File: src/rtl/burst_loader_pkg.sv
// Shared types for the burst image loader.
// Assumes: the op encoding below matches the byte-level I2C controller.
package burst_loader_pkg;

    localparam int STEP_W  = 4;
    localparam int KEY_LEN = 4;

    typedef enum logic [1:0] {
        OP_START = 2'd0,
        OP_STOP  = 2'd1,
        OP_WRITE = 2'd2,
        OP_READ  = 2'd3
    } i2c_op_e;

    typedef enum logic [1:0] {PH_CMD, PH_QRY, PH_RD, PH_PAY} phase_e;

    typedef enum logic [2:0] {
        ERR_NONE = 3'd0,
        ERR_CMD  = 3'd1,
        ERR_QRY  = 3'd2,
        ERR_LEN  = 3'd3,
        ERR_PAY  = 3'd4
    } err_e;

    typedef enum logic [2:0] {S_IDLE, S_ISSUE, S_WAIT, S_PULL, S_DONE, S_ERR} state_e;

    // Key bytes that unlock burst mode, by position.
    function automatic logic [7:0] key_byte(input logic [1:0] idx);
        case (idx)
            2'd0:    return 8'h50;
            2'd1:    return 8'h42;
            2'd2:    return 8'h4D;
            default: return 8'h73;
        endcase
    endfunction

    // Error code reported for a NACK seen in a given phase.
    function automatic err_e phase_err(input phase_e p);
        case (p)
            PH_CMD:  return ERR_CMD;
            PH_PAY:  return ERR_PAY;
            default: return ERR_QRY;
        endcase
    endfunction

endpackage

File: src/rtl/bl_cmd_decode.sv
// Maps the sequencer position (phase, step) onto the I2C command to present.
// Assumes: ADDR_IDX + 1 fits in STEP_W bits; an abort always forces a stop.
module bl_cmd_decode
    import burst_loader_pkg::*;
#(
    parameter logic [6:0] DEV_ADDR = 7'h21,
    parameter logic [7:0] CMD_REG  = 8'h08,
    parameter logic [7:0] DATA_REG = 8'h09,
    parameter int         ADDR_IDX = 5
) (
    input  phase_e            phase,
    input  logic [STEP_W-1:0] step,
    input  logic              aborting,
    input  logic [6:0]        baddr,
    input  logic [7:0]        pay_byte,
    output i2c_op_e           op,
    output logic [7:0]        wdata,
    output logic              rd_nack
);
    localparam logic [STEP_W-1:0] LAST_RD = STEP_W'(ADDR_IDX);

    // Command lookup for every phase and step.
    always_comb begin
        op      = OP_STOP;
        wdata   = 8'h00;
        rd_nack = 1'b0;
        if (!aborting) begin
            unique case (phase)
                PH_CMD: begin
                    case (step)
                        4'd0: op = OP_START;
                        4'd1: begin op = OP_WRITE; wdata = {DEV_ADDR, 1'b0}; end
                        4'd2: begin op = OP_WRITE; wdata = CMD_REG; end
                        4'd3: begin op = OP_WRITE; wdata = 8'(KEY_LEN); end
                        4'd4, 4'd5, 4'd6, 4'd7: begin
                            op    = OP_WRITE;
                            wdata = key_byte(2'(step - 4'd4));
                        end
                        default: op = OP_STOP;
                    endcase
                end
                PH_QRY: begin
                    case (step)
                        4'd0: op = OP_START;
                        4'd1: begin op = OP_WRITE; wdata = {DEV_ADDR, 1'b0}; end
                        4'd2: begin op = OP_WRITE; wdata = DATA_REG; end
                        4'd3: op = OP_START;
                        4'd4: begin op = OP_WRITE; wdata = {DEV_ADDR, 1'b1}; end
                        default: op = OP_STOP;
                    endcase
                end
                PH_RD: begin
                    if (step <= LAST_RD) begin
                        op      = OP_READ;
                        rd_nack = (step == LAST_RD);
                    end
                end
                PH_PAY: begin
                    case (step)
                        4'd0: op = OP_START;
                        4'd1: begin op = OP_WRITE; wdata = {baddr, 1'b0}; end
                        4'd2: begin op = OP_WRITE; wdata = pay_byte; end
                        default: op = OP_STOP;
                    endcase
                end
            endcase
        end
    end
endmodule

File: src/rtl/bl_payload_ctr.sv
// Tracks the image bytes still to send and the bytes in the current transaction.
// Assumes: take never arrives with nothing left or with a full transaction.
module bl_payload_ctr #(
    parameter int LEN_W     = 16,
    parameter int MAX_BURST = 4095
) (
    input  logic             clk,
    input  logic             rst_n,
    input  logic             load,
    input  logic [LEN_W-1:0] len,
    input  logic             take,
    input  logic             chunk_clr,
    output logic             rem_zero,
    output logic             chunk_full
);
    localparam int CH_W = $clog2(MAX_BURST + 1);

    logic [LEN_W-1:0] rem_q;
    logic [CH_W-1:0]  chunk_q;

    // Remaining count: loaded at go, decremented per byte taken.
    always_ff @(posedge clk) begin
        if (!rst_n)    rem_q <= '0;
        else if (load) rem_q <= len;
        else if (take) rem_q <= rem_q - 1'b1;
    end

    // Per-transaction count: cleared at go and after each stop.
    always_ff @(posedge clk) begin
        if (!rst_n)                 chunk_q <= '0;
        else if (load || chunk_clr) chunk_q <= '0;
        else if (take)              chunk_q <= chunk_q + 1'b1;
    end

    assign rem_zero   = (rem_q == '0);
    assign chunk_full = (chunk_q == CH_W'(MAX_BURST));

    AST_NO_UNDERFLOW: assert property (@(posedge clk) disable iff (!rst_n)
        take |-> !rem_zero);
    AST_CHUNK_LIMIT: assert property (@(posedge clk) disable iff (!rst_n)
        take |-> !chunk_full);
endmodule

File: src/rtl/burst_loader_seq.sv
// Host-side sequencer: unlocks burst mode, reads back the burst address, then
// streams the image in transactions of at most MAX_BURST bytes.
// Assumes: the controller responds exactly once to every accepted command.
module burst_loader_seq
    import burst_loader_pkg::*;
#(
    parameter logic [6:0] DEV_ADDR  = 7'h21,
    parameter logic [7:0] CMD_REG   = 8'h08,
    parameter logic [7:0] DATA_REG  = 8'h09,
    parameter int         ADDR_IDX  = 5,
    parameter int         MAX_BURST = 4095,
    parameter int         LEN_W     = 16
) (
    input  logic             clk,
    input  logic             rst_n,
    input  logic             go,
    input  logic [LEN_W-1:0] img_len,
    output logic             busy,
    output logic             done,
    output logic             err,
    output logic [2:0]       err_code,
    input  logic             src_valid,
    input  logic [7:0]       src_data,
    output logic             src_ready,
    output logic             cmd_valid,
    input  logic             cmd_ready,
    output logic [1:0]       cmd_op,
    output logic [7:0]       cmd_wdata,
    output logic             cmd_rd_nack,
    input  logic             rsp_valid,
    input  logic             rsp_ack,
    input  logic [7:0]       rsp_rdata
);
    localparam logic [STEP_W-1:0] CMD_LAST = STEP_W'(4 + KEY_LEN);
    localparam logic [STEP_W-1:0] QRY_LAST = STEP_W'(4);
    localparam logic [STEP_W-1:0] RD_ADDR  = STEP_W'(ADDR_IDX);
    localparam logic [STEP_W-1:0] RD_STOP  = STEP_W'(ADDR_IDX + 1);

    state_e            state;
    phase_e            phase;
    logic [STEP_W-1:0] step;
    logic              aborting;
    err_e              err_q;
    logic [7:0]        len_q;
    logic [6:0]        baddr_q;
    logic [7:0]        pay_byte;
    i2c_op_e           dec_op;
    logic              rem_zero, chunk_full;
    logic              start, take, chunk_clr;

    assign start     = go && (state == S_IDLE || state == S_DONE || state == S_ERR);
    assign take      = (state == S_PULL) && src_valid;
    assign chunk_clr = (state == S_WAIT) && rsp_valid && !aborting
                       && (phase == PH_PAY) && (step == 4'd3);

    bl_cmd_decode #(
        .DEV_ADDR(DEV_ADDR), .CMD_REG(CMD_REG), .DATA_REG(DATA_REG), .ADDR_IDX(ADDR_IDX)
    ) dec_i (
        .phase(phase), .step(step), .aborting(aborting), .baddr(baddr_q),
        .pay_byte(pay_byte), .op(dec_op), .wdata(cmd_wdata), .rd_nack(cmd_rd_nack)
    );

    bl_payload_ctr #(.LEN_W(LEN_W), .MAX_BURST(MAX_BURST)) ctr_i (
        .clk(clk), .rst_n(rst_n), .load(start), .len(img_len), .take(take),
        .chunk_clr(chunk_clr), .rem_zero(rem_zero), .chunk_full(chunk_full)
    );

    // Main sequencer: issue one command, wait for its response, choose the next.
    always_ff @(posedge clk) begin
        if (!rst_n) begin
            state    <= S_IDLE;
            phase    <= PH_CMD;
            step     <= '0;
            aborting <= 1'b0;
            err_q    <= ERR_NONE;
            len_q    <= '0;
            baddr_q  <= '0;
            pay_byte <= '0;
        end else begin
            case (state)
                S_IDLE, S_DONE, S_ERR: begin
                    if (start) begin
                        state    <= S_ISSUE;
                        phase    <= PH_CMD;
                        step     <= '0;
                        aborting <= 1'b0;
                        err_q    <= ERR_NONE;
                    end
                end
                S_ISSUE: if (cmd_ready) state <= S_WAIT;
                S_PULL: begin
                    if (src_valid) begin
                        pay_byte <= src_data;
                        state    <= S_ISSUE;
                    end
                end
                S_WAIT: begin
                    if (rsp_valid) begin
                        if (aborting) begin
                            state <= S_ERR;
                        end else if (dec_op == OP_WRITE && !rsp_ack) begin
                            aborting <= 1'b1;
                            err_q    <= phase_err(phase);
                            state    <= S_ISSUE;
                        end else begin
                            state <= S_ISSUE;
                            unique case (phase)
                                PH_CMD: begin
                                    if (step == CMD_LAST) begin phase <= PH_QRY; step <= '0; end
                                    else step <= step + 4'd1;
                                end
                                PH_QRY: begin
                                    if (step == QRY_LAST) begin phase <= PH_RD; step <= '0; end
                                    else step <= step + 4'd1;
                                end
                                PH_RD: begin
                                    if (step == '0)     len_q   <= rsp_rdata;
                                    if (step == RD_ADDR) baddr_q <= rsp_rdata[6:0];
                                    if (step == RD_STOP) begin
                                        if (len_q < 8'(ADDR_IDX)) begin
                                            err_q <= ERR_LEN;
                                            state <= S_ERR;
                                        end else if (rem_zero) begin
                                            state <= S_DONE;
                                        end else begin
                                            phase <= PH_PAY;
                                            step  <= '0;
                                        end
                                    end else begin
                                        step <= step + 4'd1;
                                    end
                                end
                                PH_PAY: begin
                                    case (step)
                                        4'd0: step <= 4'd1;
                                        4'd1: begin step <= 4'd2; state <= S_PULL; end
                                        4'd2: begin
                                            if (rem_zero || chunk_full) step <= 4'd3;
                                            else state <= S_PULL;
                                        end
                                        default: begin
                                            if (rem_zero) state <= S_DONE;
                                            else step <= '0;
                                        end
                                    endcase
                                end
                            endcase
                        end
                    end
                end
                default: state <= S_IDLE;
            endcase
        end
    end

    assign cmd_valid = (state == S_ISSUE);
    assign cmd_op    = dec_op;
    assign src_ready = (state == S_PULL);
    assign busy      = (state == S_ISSUE) || (state == S_WAIT) || (state == S_PULL);
    assign done      = (state == S_DONE);
    assign err       = (state == S_ERR);
    assign err_code  = err_q;

    AST_CMD_HOLD: assert property (@(posedge clk) disable iff (!rst_n)
        cmd_valid && !cmd_ready |=> cmd_valid && $stable(cmd_op) && $stable(cmd_wdata));
    AST_ABORT_STOP: assert property (@(posedge clk) disable iff (!rst_n)
        (state == S_WAIT) && rsp_valid && !aborting && (dec_op == OP_WRITE) && !rsp_ack
        |=> cmd_valid && (cmd_op == 2'(OP_STOP)));
    AST_ERR_CODED: assert property (@(posedge clk) disable iff (!rst_n)
        err |-> (err_code != 3'd0));
    AST_SHORT_LEN: assert property (@(posedge clk) disable iff (!rst_n)
        (phase == PH_PAY) |-> (len_q >= 8'(ADDR_IDX)));
    AST_DONE_EMPTY: assert property (@(posedge clk) disable iff (!rst_n)
        done |-> rem_zero);
endmodule

File: config.mk
export PLATFORM = sky130hd
export DESIGN_NAME = burst_loader_seq
export DESIGN_NICKNAME = d
export VERILOG_FILES = /design/src/rtl/burst_loader_pkg.sv /design/src/rtl/bl_cmd_decode.sv /design/src/rtl/bl_payload_ctr.sv /design/src/rtl/burst_loader_seq.sv
export SDC_FILE = /design/constraint.sdc
export NUM_CORES = 1
export LEC_CHECK = 0
export ABC_AREA = 1
export BUFFER_PORTS_ARGS = -buffer_cell sky130_fd_sc_hd__buf_2
export CAP_MARGIN = 20
export CORE_ASPECT_RATIO = 1.5
export CORE_MARGIN = 2
export CORE_UTILIZATION = 50
export DETAILED_ROUTE_END_ITERATION = 10
export GPL_ROUTABILITY_DRIVEN = 0
export PLACE_DENSITY = 0.67
export SLEW_MARGIN = 40
export SYNTH_ARGS = -nofsm -noshare
export SYNTH_HDL_FRONTEND = slang
export SYNTH_SLANG_ARGS = --single-unit
export TNS_END_PERCENT = 50
File: constraint.sdc
create_clock -name clk -period 2.85 [get_ports clk]
set_input_delay 0.1425 -clock clk [delete_from_list [all_inputs] [get_ports clk]]
set_output_delay 0.1425 -clock clk [all_outputs]
set_load 0.005 [all_outputs]
# Yosys cells after proc, flatten, opt, wreduce, memory -nomap -nowiden
# Cells that the tools add are included.
dict set report classes {
  n_bitwise 3
  addsub 4
  order_cmp 2
  n_mux 68
  n_reduce_logical 37
  n_eq_ne 37
}
# op count
set op_table {}
lappend op_table {{3-bit 2-to-1 mux} 16}
lappend op_table {{4-bit 2-to-1 mux} 10}
lappend op_table {{16-bit 2-to-1 mux} 2}
lappend op_table {{8-bit one-hot mux with 4 select lines} 1}
lappend op_table {{2-bit 2-to-1 mux} 12}
lappend op_table {{8-bit one-hot mux with 3 select lines} 1}
lappend op_table {{3-bit inequality test, second input constant} 7}
lappend op_table {{7-bit one-hot mux with 3 select lines} 1}
lappend op_table {{3-bit one-hot mux with 2 select lines} 3}
lappend op_table {{6-bit one-hot mux with 3 select lines} 1}
lappend op_table {{4-bit by 3-bit == test with 1-bit output, second input constant} 4}
lappend op_table {{16-bit logical NOT} 1}
lappend op_table {{2-bit one-hot mux with 2 select lines} 4}
lappend op_table {{4-bit one-hot mux with 4 select lines} 1}
lappend op_table {{8-bit one-hot mux with 2 select lines} 1}
lappend op_table {{16-bit by 1-bit subtractor with 16-bit output, second input constant} 1}
lappend op_table {{7-bit AND reduction} 2}
lappend op_table {{12-bit by 1-bit adder with 12-bit output, second input constant} 1}
lappend op_table {{12-bit == test, second input constant} 1}
lappend op_table {{3-bit one-hot mux with 4 select lines} 1}
lappend op_table {{4-bit one-hot mux with 3 select lines} 1}
lappend op_table {{6-bit AND reduction} 2}
lappend op_table {{11-bit AND reduction} 1}
lappend op_table {{3-bit one-hot mux with 3 select lines} 1}
lappend op_table {{other kinds (38)} 75}
dict set report totals {
  out_inout_bits 19
  regBits 64
  input_bits 39
}

# Depth between registers and ports, before layout
# Gate-level depths: netlist of the first run.
dict set report depth {
  word_depth 11
  depth_mapped 18
  mapped_depth_nobuf 17
}

# By module
# Synthesis of the first run repeated with hierarchy kept, for this count alone.
dict set report unflattened {
  cells_unflattened 699
  area_unflattened_um2 4327.9
}
# mod cells_per_inst n_inst area_per_inst_um2
set modules_own_cells {}
lappend modules_own_cells {burst_loader_seq 332 1 2108.3}
lappend modules_own_cells {bl_payload_ctr 245 1 1616.6}
lappend modules_own_cells {bl_cmd_decode 122 1 603.1}

# Least setup slack after synthesis of the first run
# Ideal clock, no wire load.
dict set report synth_timing {
  path_kind {reg-to-reg}
  from {reg step[0]}
  to {reg len_q[0]}
  slack_ns 0.860
  setup_time_ns 0.113
  t_required_ns 2.737
  t_arrival_ns 1.878
  synth_period_minus_slack_ns 1.990
  stages_incl_launch_ff 18
  path_cell_list {dfxtp_1 inv_1 ha_1 inv_1 nand2_1 nand2_1 nand2_1 nor2_1 nand3_1 nand2_1 inv_1 nand2_2 nor2_4 nor2_4 nand2_4 buf_6 nor2_1 nor2_1}
}
dict set report synth_via {
  elab_chain_cells 9
}
# element line_no
set synth_lines {}
lappend synth_lines {{start, declared} burst_loader_seq.sv:41} ;# logic [STEP_W-1:0] step;
lappend synth_lines {{start signal, assigned} burst_loader_seq.sv:110} ;# else step <= step + 4'd1;
lappend synth_lines {{start signal, assigned} burst_loader_seq.sv:114} ;# else step <= step + 4'd1;
lappend synth_lines {{start signal, assigned} burst_loader_seq.sv:130} ;# step <= step + 4'd1;
lappend synth_lines {{4-bit by 2-bit == test with 1-bit output (tied with other cells)} {bl_cmd_decode.sv:30, bl_cmd_decode.sv:43}}
lappend synth_lines {{7-bit OR reduction (no line) (tied with other cells)} -}
lappend synth_lines {{2-bit one-hot mux with 2 select lines (on tied branches)} {bl_cmd_decode.sv:30, bl_cmd_decode.sv:59, bl_cmd_decode.sv:43}}
lappend synth_lines {{2-bit one-hot mux with 4 select lines (*)} bl_cmd_decode.sv:28} ;# unique case (phase)
lappend synth_lines {{2-bit 2-to-1 mux (*)} bl_cmd_decode.sv:27} ;# if (!aborting) begin
lappend synth_lines {{net cmd_op[0]} burst_loader_seq.sv:27} ;# output logic [1:0] cmd_op,
lappend synth_lines {{2-bit == test (*)} burst_loader_seq.sv:101} ;# end else if (dec_op == OP_WRITE && !rsp_ack) begin
lappend synth_lines {{1-bit logical AND (*)} burst_loader_seq.sv:101}
lappend synth_lines {{1-bit NOT (no line) (*)} -}
lappend synth_lines {{6-bit AND reduction (no line) (*)} -}
lappend synth_lines {{end signal, assigned} burst_loader_seq.sv:117} ;# if (step == '0) len_q <= rsp_rdata;
lappend synth_lines {{end, declared} burst_loader_seq.sv:44} ;# logic [7:0] len_q;
# Mark *: on every way through the listed nets, which the timed path passes. The rest lies on a longest branch.
# A chain may end at the register's enable or synchronous reset.

# Worst setup path in the final report of the first run
dict set report layout_timing {
  from {reg step[1]}
  to {out cmd_wdata[1]}
}
dict set report layout_via {
  elab_chain_cells 6
}
# element line_no
set layout_lines {}
lappend layout_lines {{2-bit by 1-bit subtractor with 2-bit output} bl_cmd_decode.sv:37} ;# wdata = key_byte(2'(step - 4'd4));
lappend layout_lines {{2-bit == test (tied with other cells)} burst_loader_pkg.sv:29} ;# case (idx)
lappend layout_lines {{6-bit one-hot mux with 3 select lines} burst_loader_pkg.sv:29}
lappend layout_lines {{8-bit one-hot mux with 4 select lines} bl_cmd_decode.sv:30} ;# case (step)
lappend layout_lines {{8-bit one-hot mux with 3 select lines (*)} bl_cmd_decode.sv:28}
lappend layout_lines {{8-bit 2-to-1 mux (*)} bl_cmd_decode.sv:27}
lappend layout_lines {{end, declared} burst_loader_seq.sv:28} ;# output logic [7:0] cmd_wdata,
# Every way passes the cells marked *; elsewhere a longest branch is shown, timed or not.

==> summary.txt, run 1 <==
Routing
  • First DRT Iteration DRCs: 332
  • Wire per inst: 14.0 microns
  • Antenna Nets Post-Route: 0
  • Via count: 4,289
  • DRC violations left: 0
  • Post-DR vias/cell: 5.46
  • Final WL: 11,000 microns
  • DRT Pass-1 Iters: 5

STA
  • Fmax: 416 MHz
  • # setup viols final: 0
  • Slew HR: 64.3%
  • RSZ-0062 raised after global routing: no
  • Post-route setup TNS: 0 ns
  • Worst-Margin Slew: 0.531 ns
  • Fin. max-slew vios: 0
  • Final worst-path cycle share: 84.3%
  • Clock skew: 0.00482 ns
  • Tmin final: 2.40 ns
  • Final Hold Viols: 0

Synth
  • Post-synthesis xor/xnor area fraction: 1.08%
  • Largest family of logic cells by synthesized area: simple AND/OR/NAND/NOR gates
  • Post-synthesis register bit count: 64
  • Syn Nets: 671
  • Post-synthesis simple-gate area fraction: 33.3%
  • Mux share of post-synthesis cell area: 0%
  • Register area share after synthesis: 31.5%
  • Cell Area, Synth: 4060 sq um
  • Adder-Cell Fraction of Synth Area: 4.00%
  • Post-synthesis compound-gate area fraction: 19.0%
  • Ys Warns: 0
  • Mapped Avg Cell Area: 6.56 sq um
  • Mapped Cells: 619
  • Yosys cell types: 45

Global routing
  • Antenna violations before repair: 0
  • Gr usage total: 25.3%
  • Largest net degree at the start of global routing: 30
  • Vias in the first global route: 4,023
  • Remaining global-route overflow: 0
  • Global-route wire length before repair: 18,100 microns

Floorplan
  • Num rows: 40
  • Die width: 77.6 microns
  • Die area: 8870 sq um
  • Initial core utilization: 51.0%
  • Core area: 7960 sq um
  • Top-Level Pins: 58
  • Chip height: 114 microns

Cells and area
  • Multi-input combinational cell area: 2330 sq um
  • Final Non-Filler Cells: 785
  • Fin util: 59.2%
  • Sequential cell area: 1280 sq um
  • Antenna cell count: 0
  • Nets: 727
  • # fillers: 757
  • Share of layout cells above drive strength 1: 16.9%
  • P&R area growth vs syn: 16.0%

Setup path
  • Worst endpoint required time: 2.71 ns
  • Slowest stage cell, crit path: ha_1
  • Largest delay contributor family on the critical path: simple AND/OR/NAND/NOR gates
  • Setup crit end kind: output pin
  • CP cell instances: inv_1, ha_1, nand3_2, nand2_1, nor2_1, a21oi_1, o21ai_0, nand4_1, nand2_1, inv_1, buf_2
  • Worst path max stage delay: 0.48 ns
  • CP bufs+invs: 3
  • Crit path DAT: 2.26 ns
  • Critical Path Start Type: flip-flop
  • Critical path class: reg2out
  • Worst-path fanout max: 11

Clock network
  • Clock transition at the registers of the reported paths: 0.05 ns
  • TritonCTS Buffers: 9
  • CTS tree: yes
  • Clock sinks: 64
  • H-tree lvl count: 3
  • Clock root cell: clkbuf_16
  • # resized after CTS: 0
  • Clk buf depth: 2
  • Worst-Skew Late Latency: 0.33 ns
  • CTS hold repair buffers: 0
  • Post-CTS Repair Setup Buffers: 0

Outcome
  • Status: complete, no violations

Pwr
  • VDD IR max: 0.539 mV
  • Leak pwr: 2.11 nW
  • Power Dens Cells: 849 nW/um^2

Placement
  • Placed Cells incl. Taps: 769
  • Port-buffer cells: 57
  • HPWL Detailed: 8270 microns

Job
  • Max-Cap Viols: 0

Hold path
  • Hold crit path type: in2reg
## power breakdown
part | total, mW | internal [mW] | switching [mW]
Sequential | 1.12 | 1.02 | 0.0962
Combinational | 1.79 | 0.586 | 1.20
Clock | 1.09 | 0.695 | 0.399
## synthesized netlist by cell type, drive strengths merged
cell type	instances	share of area, %
a32oi	2	0.43
or2	3	0.46
o211ai	7	1.3
ha	13	4.0
a31oi	5	0.77
nor3	14	1.7
clkinv	2	0.31
a311oi	1	0.22
xnor2	2	0.43
a2111o	1	0.28
clkbuf	8	0.74
a211oi	7	1.3
nand3	42	5.9
nor4	4	0.62
a21oi	54	6.7
xor2	3	0.65
dfxtp	64	32
o22ai	3	0.46
inv	85	7.9
nand3b	1	0.18
buf	11	2.1
nor2	94	9.8
o221ai	1	0.22
nand2	123	12
o31ai	1	0.18
a22oi	1	0.18
a221oi	1	0.22
nand4	14	2.2
and3	1	0.15
o21bai	1	0.18
o311ai	2	0.43
o21ai	48	6.2
## final cells by class
type	instances	area share (%)
Multi-Input combinational cell	449	49.5
Sequential cell	64	27.2
Timing Repair Buffer	64	7.17
Inverter	87	7.04
Clock buffer	10	5.07
Tap cell	105	2.79
Clock inverter	6	1.25
## cells by family (layout without fill, tap and decap cells)
kind of cell / count (synthesis) / count (layout)
AND/OR/NAND/NOR: 296 / 296
AO/OA/AOI/OAI: 135 / 135
XOR/XNOR: 5 / 5
adder cells (fa/ha/maj): 13 / 13
buffers and inverters: 106 / 167
flip-flops: 64 / 64
## registers in the layout, indices dropped and copies added (netlist names)
| register | count |
|---|---|
| baddr_q | 7 |
| step | 4 |
| phase | 2 |
| pay_byte | 8 |
| ctr_i.chunk_q | 12 |
| aborting | 1 |
| err_code | 3 |
| state | 3 |
| ctr_i.rem_q | 16 |
| len_q | 8 |
## through the flow
step / instance area (sq um) / power (mW) / hold slack, ns / setup WS, ns
6_report: 4710 / 4.00 / 0.0395 / 0.447
3_5_place_dp: 4410 / 2.89 / 0.387 / 0.520
2_1_floorplan: 4060 / 2.42 / 0.277 / 0.860
3_3_place_gp: 4410 / 2.87 / 0.369 / 0.608
5_1_grt: 4710 / 4.30 / 0.0675 / 0.235
4_1_cts: 4710 / 4.00 / 0.0423 / 0.471
## worst reg2reg max path, stage by stage, from the launching register on
cell and delay (ns):
dfxtp_1 0.36, inv_1 0.12, ha_1 0.48, nand3_2 0.16, nand2_1 0.14, nor2_1 0.06, a21oi_1 0.19, nand2_1 0.11
nor2_1 0.10, nand2_1 0.15, nand3_2 0.17, inv_2 0.09, nor2_1 0.09, nor2_1 0.05
## routing by layer
layer,part of all wire [%],up-vias,track usage [%]
met1,40,1963,27.8
met2,52,145,46.6
met3,5.6,24,5.84
met5,0,-,0
li1,-,2157,-
met4,2.3,0,9.76
## placed cells by master, fill, tap and decap left out, types with 3 or more instances in the layout
master	synthesis	final
a211oi_1	7	7
clkbuf_16	0	9
o21ai_0	43	43
ha_1	13	13
xor2_1	3	3
nand2_2	6	6
nand3_1	36	36
nor4_1	4	4
nand2_4	3	3
nand2_1	114	114
a31oi_1	5	5
inv_2	4	4
dfxtp_1	64	64
nor2_2	6	6
o21ai_2	3	3
clkinv_2	0	4
buf_2	6	57
nor2_1	85	85
a21oi_1	54	54
o22ai_1	3	3
buf_4	1	7
nand3_2	6	6
nand4_1	14	14
o211ai_1	7	7
nor3_1	14	14
inv_1	81	81
or2_2	3	3
## final timing paths
path / startpoint / end / slack, ns / cells past startpoint
max: step[1] / cmd_wdata[1] / 0.45 / 11
min: rsp_rdata[7] / len_q[7] / 0.04 / 3
max reg2reg: step[1] / baddr_q[2] / 0.47 / 13
min reg2reg: pay_byte[2] / pay_byte[2] / 0.46 / 2
Note: power is estimated with default switching activity, not from simulation.
==> run 2, diff against run 1 <==
==> constraint.sdc (replaced) <==
create_clock -name clk -period 2.25 [get_ports clk]
set_input_delay 0.1125 -clock clk [delete_from_list [all_inputs] [get_ports clk]]
set_output_delay 0.1125 -clock clk [all_outputs]
set_load 0.005 [all_outputs]
==> summary.txt, run 2 (synthesis results as in run 1) <==
Setup path
  • Worst endpoint required time: 2.52 ns
  • Crit path DAT: 2.46 ns
  • Worst-path fanout max: 8
  • Critical Path Start Type: flip-flop
  • CP dominant cell by count: nand2_2
  • R2r setup slk: 0.06 ns
  • Critical path class: reg2reg
  • Worst path max stage delay: 0.39 ns
  • Slowest stage cell, crit path: dfxtp_4
  • Setup crit end kind: flip-flop
  • CP cell instances: clkinvlp_4, ha_4, inv_2, nand2_2, nand2_2, nand2_4, nor2_4, nand3_2, nand2_2, inv_2, nand2_4, nor2_4, nor2_4, nand2_8, nand2_4, nand2_2, nor2_1

Routing
  • Post-DR vias/cell: 5.40
  • First DRT Iteration DRCs: 389
  • Via count: 4,349
  • DRT Pass-1 Iters: 5
  • DRC violations left: 0
  • Final WL: 11,600 microns
  • Antenna Nets Post-Route: 0
  • Wire per inst: 14.4 microns

Cells and area
  • Largest reg by FF count: ctr_i.rem_q
  • Most frequent cells in the layout: nand2_1 (103), nor2_1 (82), inv_1 (77)
  • Max reg flops: 16
  • # fillers: 736
  • Fin util: 63.0%
  • Commonest non-fill, non-tap cell in the layout: nand2_1
  • Multi-input combinational cell area: 2480 sq um
  • Antenna cell count: 0
  • Top Registers: ctr_i.rem_q: 16 flops, ctr_i.chunk_q: 12 flops
  • Sequential cell area: 1290 sq um
  • P&R area growth vs syn: 23.5%
  • Nets: 747
  • Share of layout cells above drive strength 1: 23.4%

STA
  • Final worst-path cycle share: 97.2%
  • Fmax: 457 MHz
  • Post-route setup TNS: 0 ns
  • Final Hold Viols: 0
  • Worst-Margin Slew: 0.633 ns
  • RSZ-0062 raised after global routing: yes
  • Clock skew: 0.0101 ns
  • # setup viols final: 0
  • Slew HR: 57.6%
  • Fin. max-slew vios: 0
  • Final setup margin: 0.0633 ns
  • Worst hold slack: 0.00619 ns
  • Tmin final: 2.19 ns

Pwr
  • VDD IR max: 0.667 mV
  • Power Dens Cells: 1080 nW/um^2
  • Leak pwr: 2.19 nW

Floorplan
  • Num rows: 40
  • Chip height: 114 microns
  • Die width: 77.6 microns
  • Top-Level Pins: 58
  • Die area: 8870 sq um
  • Initial core utilization: 51.0%
  • Core area: 7960 sq um

Hold path
  • Hold crit path type: in2reg

Global routing
  • Global-route wire length before repair: 18,500 microns
  • Largest net degree at the start of global routing: 30
  • Antenna violations before repair: 0
  • Vias in the first global route: 4,055
  • Remaining global-route overflow: 0
  • Gr usage total: 25.9%

Outcome
  • Status: complete, no violations

Clock network
  • Clock root cell: clkbuf_16
  • Worst-Skew Late Latency: 0.34 ns
  • Clock transition at the registers of the reported paths: 0.06 ns
  • Clk buf depth: 2
  • H-tree lvl count: 3
  • Clock sinks: 64
  • TritonCTS Buffers: 9
  • CTS tree: yes

Job
  • Max-Cap Viols: 0

Placement
  • Port-buffer cells: 57
  • Pre-CTS WS: -0.0167 ns
  • HPWL Detailed: 8570 microns
## run 2: critical path: cells and delay by family, from the launching register on
family | cells | cell delay, ns
and+or+nand+nor | 13 | 1.23
DFF | 1 | 0.39
buffers and inverters | 3 | 0.27
adders and majority gates | 1 | 0.23
## run 2: final cells by class
| class | count | share of cell area [%] |
|---|---|---|
| Multi-Input combinational cell | 450 | 49.5 |
| Timing Repair Buffer | 83 | 9.58 |
| Inverter | 87 | 6.76 |
| Clock buffer | 9 | 4.49 |
| Tap cell | 105 | 2.62 |
| Clock inverter | 7 | 1.42 |
| Sequential cell | 64 | 25.7 |
## run 2: path summary, 6_finish.rpt
check / start / endpoint / cells after the start
worst max register to register: step[0] / len_q[7] / 17
worst min register to register: pay_byte[0] / pay_byte[0] / 2
worst min-delay path: rsp_rdata[7] / len_q[7] / 3
worst max-delay path: step[0] / len_q[7] / 17
## run 2: report_power, final
part / leakage [nW] / internal, mW / switching (mW) / total, mW
sequential: 0.521 / 1.30 / 0.136 / 1.43
combinational: 1.53 / 0.931 / 1.65 / 2.58
clock: 0.138 / 0.857 / 0.547 / 1.40
total: 2.19 / 3.08 / 2.33 / 5.42
## run 2: routing by layer
metal	vias to the layer above	part of all wire (%)	track usage [%]
li1	2203	-	-
met1	1969	41	28.9
met2	145	52	46.3
met3	32	4.3	5.60
met4	0	3.2	12.5
met5	-	0	0
## run 2: timing repair
action | 4_1_cts | 5_1_grt
cloned | 0 | 1
buffers inserted | 0 | 8
resized for setup | 3 | 38
hold buffers | 0 | 0
pin swaps | 0 | 12
endpoints found under the setup margin | 8 | 32
## run 2: metrics by stage
step / total power, mW / std cells / area, sq um
floorplan: 3.07 / 619 / 4060
global placement: 3.72 / 780 / 4500
detailed placement: 3.74 / 780 / 4500
CTS: 5.17 / 796 / 4800
global route: 5.77 / 805 / 5020
finish: 5.42 / 805 / 5020
==> run 3, diff against run 2 <==
==> constraint.sdc (replaced) <==
create_clock -name clk -period 2.25 [get_ports clk]
set_input_delay 0.225 -clock clk [delete_from_list [all_inputs] [get_ports clk]]
set_output_delay 0.225 -clock clk [all_outputs]
set_load 0.005 [all_outputs]
==> summary.txt, run 3 (synthesis results as in run 1) <==
Pwr
  • Final Power: 5.28 mW
  • VDD IR max: 0.667 mV
  • Leak pwr: 2.15 nW
  • Power Dens Cells: 1080 nW/um^2

Routing
  • Antenna Nets Post-Route: 0
  • First DRT Iteration DRCs: 265
  • Wire per inst: 14.2 microns
  • DRT Pass-1 Iters: 5
  • DRC violations left: 0
  • Via count: 4,310
  • Final WL: 11,300 microns
  • Post-DR vias/cell: 5.41

Cells and area
  • Largest reg by FF count: ctr_i.rem_q
  • Design area: 4880 sq um
  • Antenna cell count: 0
  • Most frequent cells in the layout: nand2_1 (111), nor2_1 (83), inv_1 (79)
  • P&R area growth vs syn: 20.2%
  • Multi-input combinational cell area: 2410 sq um
  • Sequential cell area: 1290 sq um
  • Commonest non-fill, non-tap cell in the layout: nand2_1
  • Nets: 738
  • Share of layout cells above drive strength 1: 20.8%
  • Top Registers: ctr_i.rem_q: 16 flops, ctr_i.chunk_q: 12 flops
  • # fillers: 742
  • Max reg flops: 16

Clock network
  • H-tree lvl count: 3
  • CTS tree: yes
  • Post-CTS Repair Setup Buffers: 0
  • TritonCTS Buffers: 9
  • Worst-Skew Late Latency: 0.33 ns
  • Clock transition at the registers of the reported paths: 0.06 ns
  • Clock root cell: clkbuf_16
  • Clk buf depth: 2
  • Clock sinks: 64
  • CTS hold repair buffers: 0

Setup path
  • CP dominant cell by count: inv_1
  • CP cell instances: inv_1, ha_1, inv_1, nor3_1, buf_2
  • Critical Path Start Type: flip-flop
  • Crit path from: phase[0]
  • Setup crit end kind: output pin
  • Worst path max stage delay: 0.47 ns
  • Slowest stage cell, crit path: nor3_1
  • Critical path class: reg2out
  • Worst endpoint required time: 2.03 ns
  • Worst-path fanout max: 7
  • R2r setup slk: 0.16 ns
  • Crit path DAT: 1.95 ns
  • Reg-to-reg startpoint: state[1]
  • Worst R2R Path Depth: 8
  • Worst Setup EP: cmd_rd_nack
  • Reg2Reg Capture Point: ctr_i.rem_q[10]

Floorplan
  • Chip height: 114 microns
  • Initial core utilization: 51.0%
  • Die area: 8870 sq um
  • Top-Level Pins: 58
  • Num rows: 40
  • Core area: 7960 sq um
  • Die width: 77.6 microns

STA
  • Clock skew: 0.00850 ns
  • Fin. max-slew vios: 0
  • Slew HR: 60.8%
  • Tmin final: 2.17 ns
  • Final Hold Viols: 0
  • Post-route setup TNS: 0 ns
  • Final worst-path cycle share: 96.6%
  • # setup viols final: 0
  • Fmax: 460 MHz
  • Worst-Margin Slew: 0.583 ns
  • Final setup margin: 0.0758 ns
  • Worst hold slack: 0.128 ns

Global routing
  • Vias in the first global route: 4,037
  • Global-route wire length before repair: 18,500 microns
  • Gr usage total: 25.9%
  • Antenna violations before repair: 0
  • Remaining global-route overflow: 0
  • Largest net degree at the start of global routing: 30

Job
  • Max-Cap Viols: 0

Placement
  • Port-buffer cells: 57
  • Cell Area, Placed: 4500 sq um
  • HPWL Detailed: 8570 microns
  • Pre-CTS WS: -0.0167 ns

Outcome
  • Status: complete, no violations

Hold path
  • Hold crit path type: in2reg
## run 3: area by class of cell
cell class / count / area share [%]
Clock buffer: 9 / 4.61
Tap cell: 105 / 2.69
Clock inverter: 7 / 1.46
Inverter: 87 / 6.92
Sequential cell: 64 / 26.4
Timing Repair Buffer: 75 / 8.61
Multi-Input combinational cell: 449 / 49.3
## run 3: critical path: cells and delay by family (launching register included)
family	cells	cell delay [ns]
buffers and inverters	3	0.51
adders and majority gates	1	0.30
and+or+nand+nor	1	0.47
DFF	1	0.34
## run 3: worst min path at each step
stage	from	end	cells after the start
after floorplan	rsp_rdata[0]	len_q[0]	2
after global placement	pay_byte[0]	pay_byte[0]	2
after detailed placement	pay_byte[0]	pay_byte[0]	2
after CTS	rsp_rdata[7]	len_q[7]	3
after global routing	rsp_rdata[7]	len_q[7]	3
final	rsp_rdata[7]	len_q[7]	3
## run 3: power breakdown
group	switching, mW	internal, mW	total (mW)
registers	0.135	1.30	1.43
logic	1.58	0.865	2.45
clock network	0.541	0.856	1.40
total	2.26	3.02	5.28
## run 3: timing repair
action | 4_1_cts | 5_1_grt
setup endpoints to repair | 12 | 31
endpoints found under the hold margin | 0 | 0
resized for setup | 7 | 18
## run 3: metrics by stage
stage	utilization, %	std cells
finish	61.3	796
detailed placement	56.5	780
CTS	60.5	796
global placement	56.5	780
global route	61.3	796
floorplan	-	619
## run 3: metal layers
metal	vias up	GRT usage (%)	routed length, microns
met4	0	12.3	327
li1	2187	-	-
met3	30	5.52	511
met2	148	46.2	5850
met1	1945	29.1	4590
met5	-	0	0
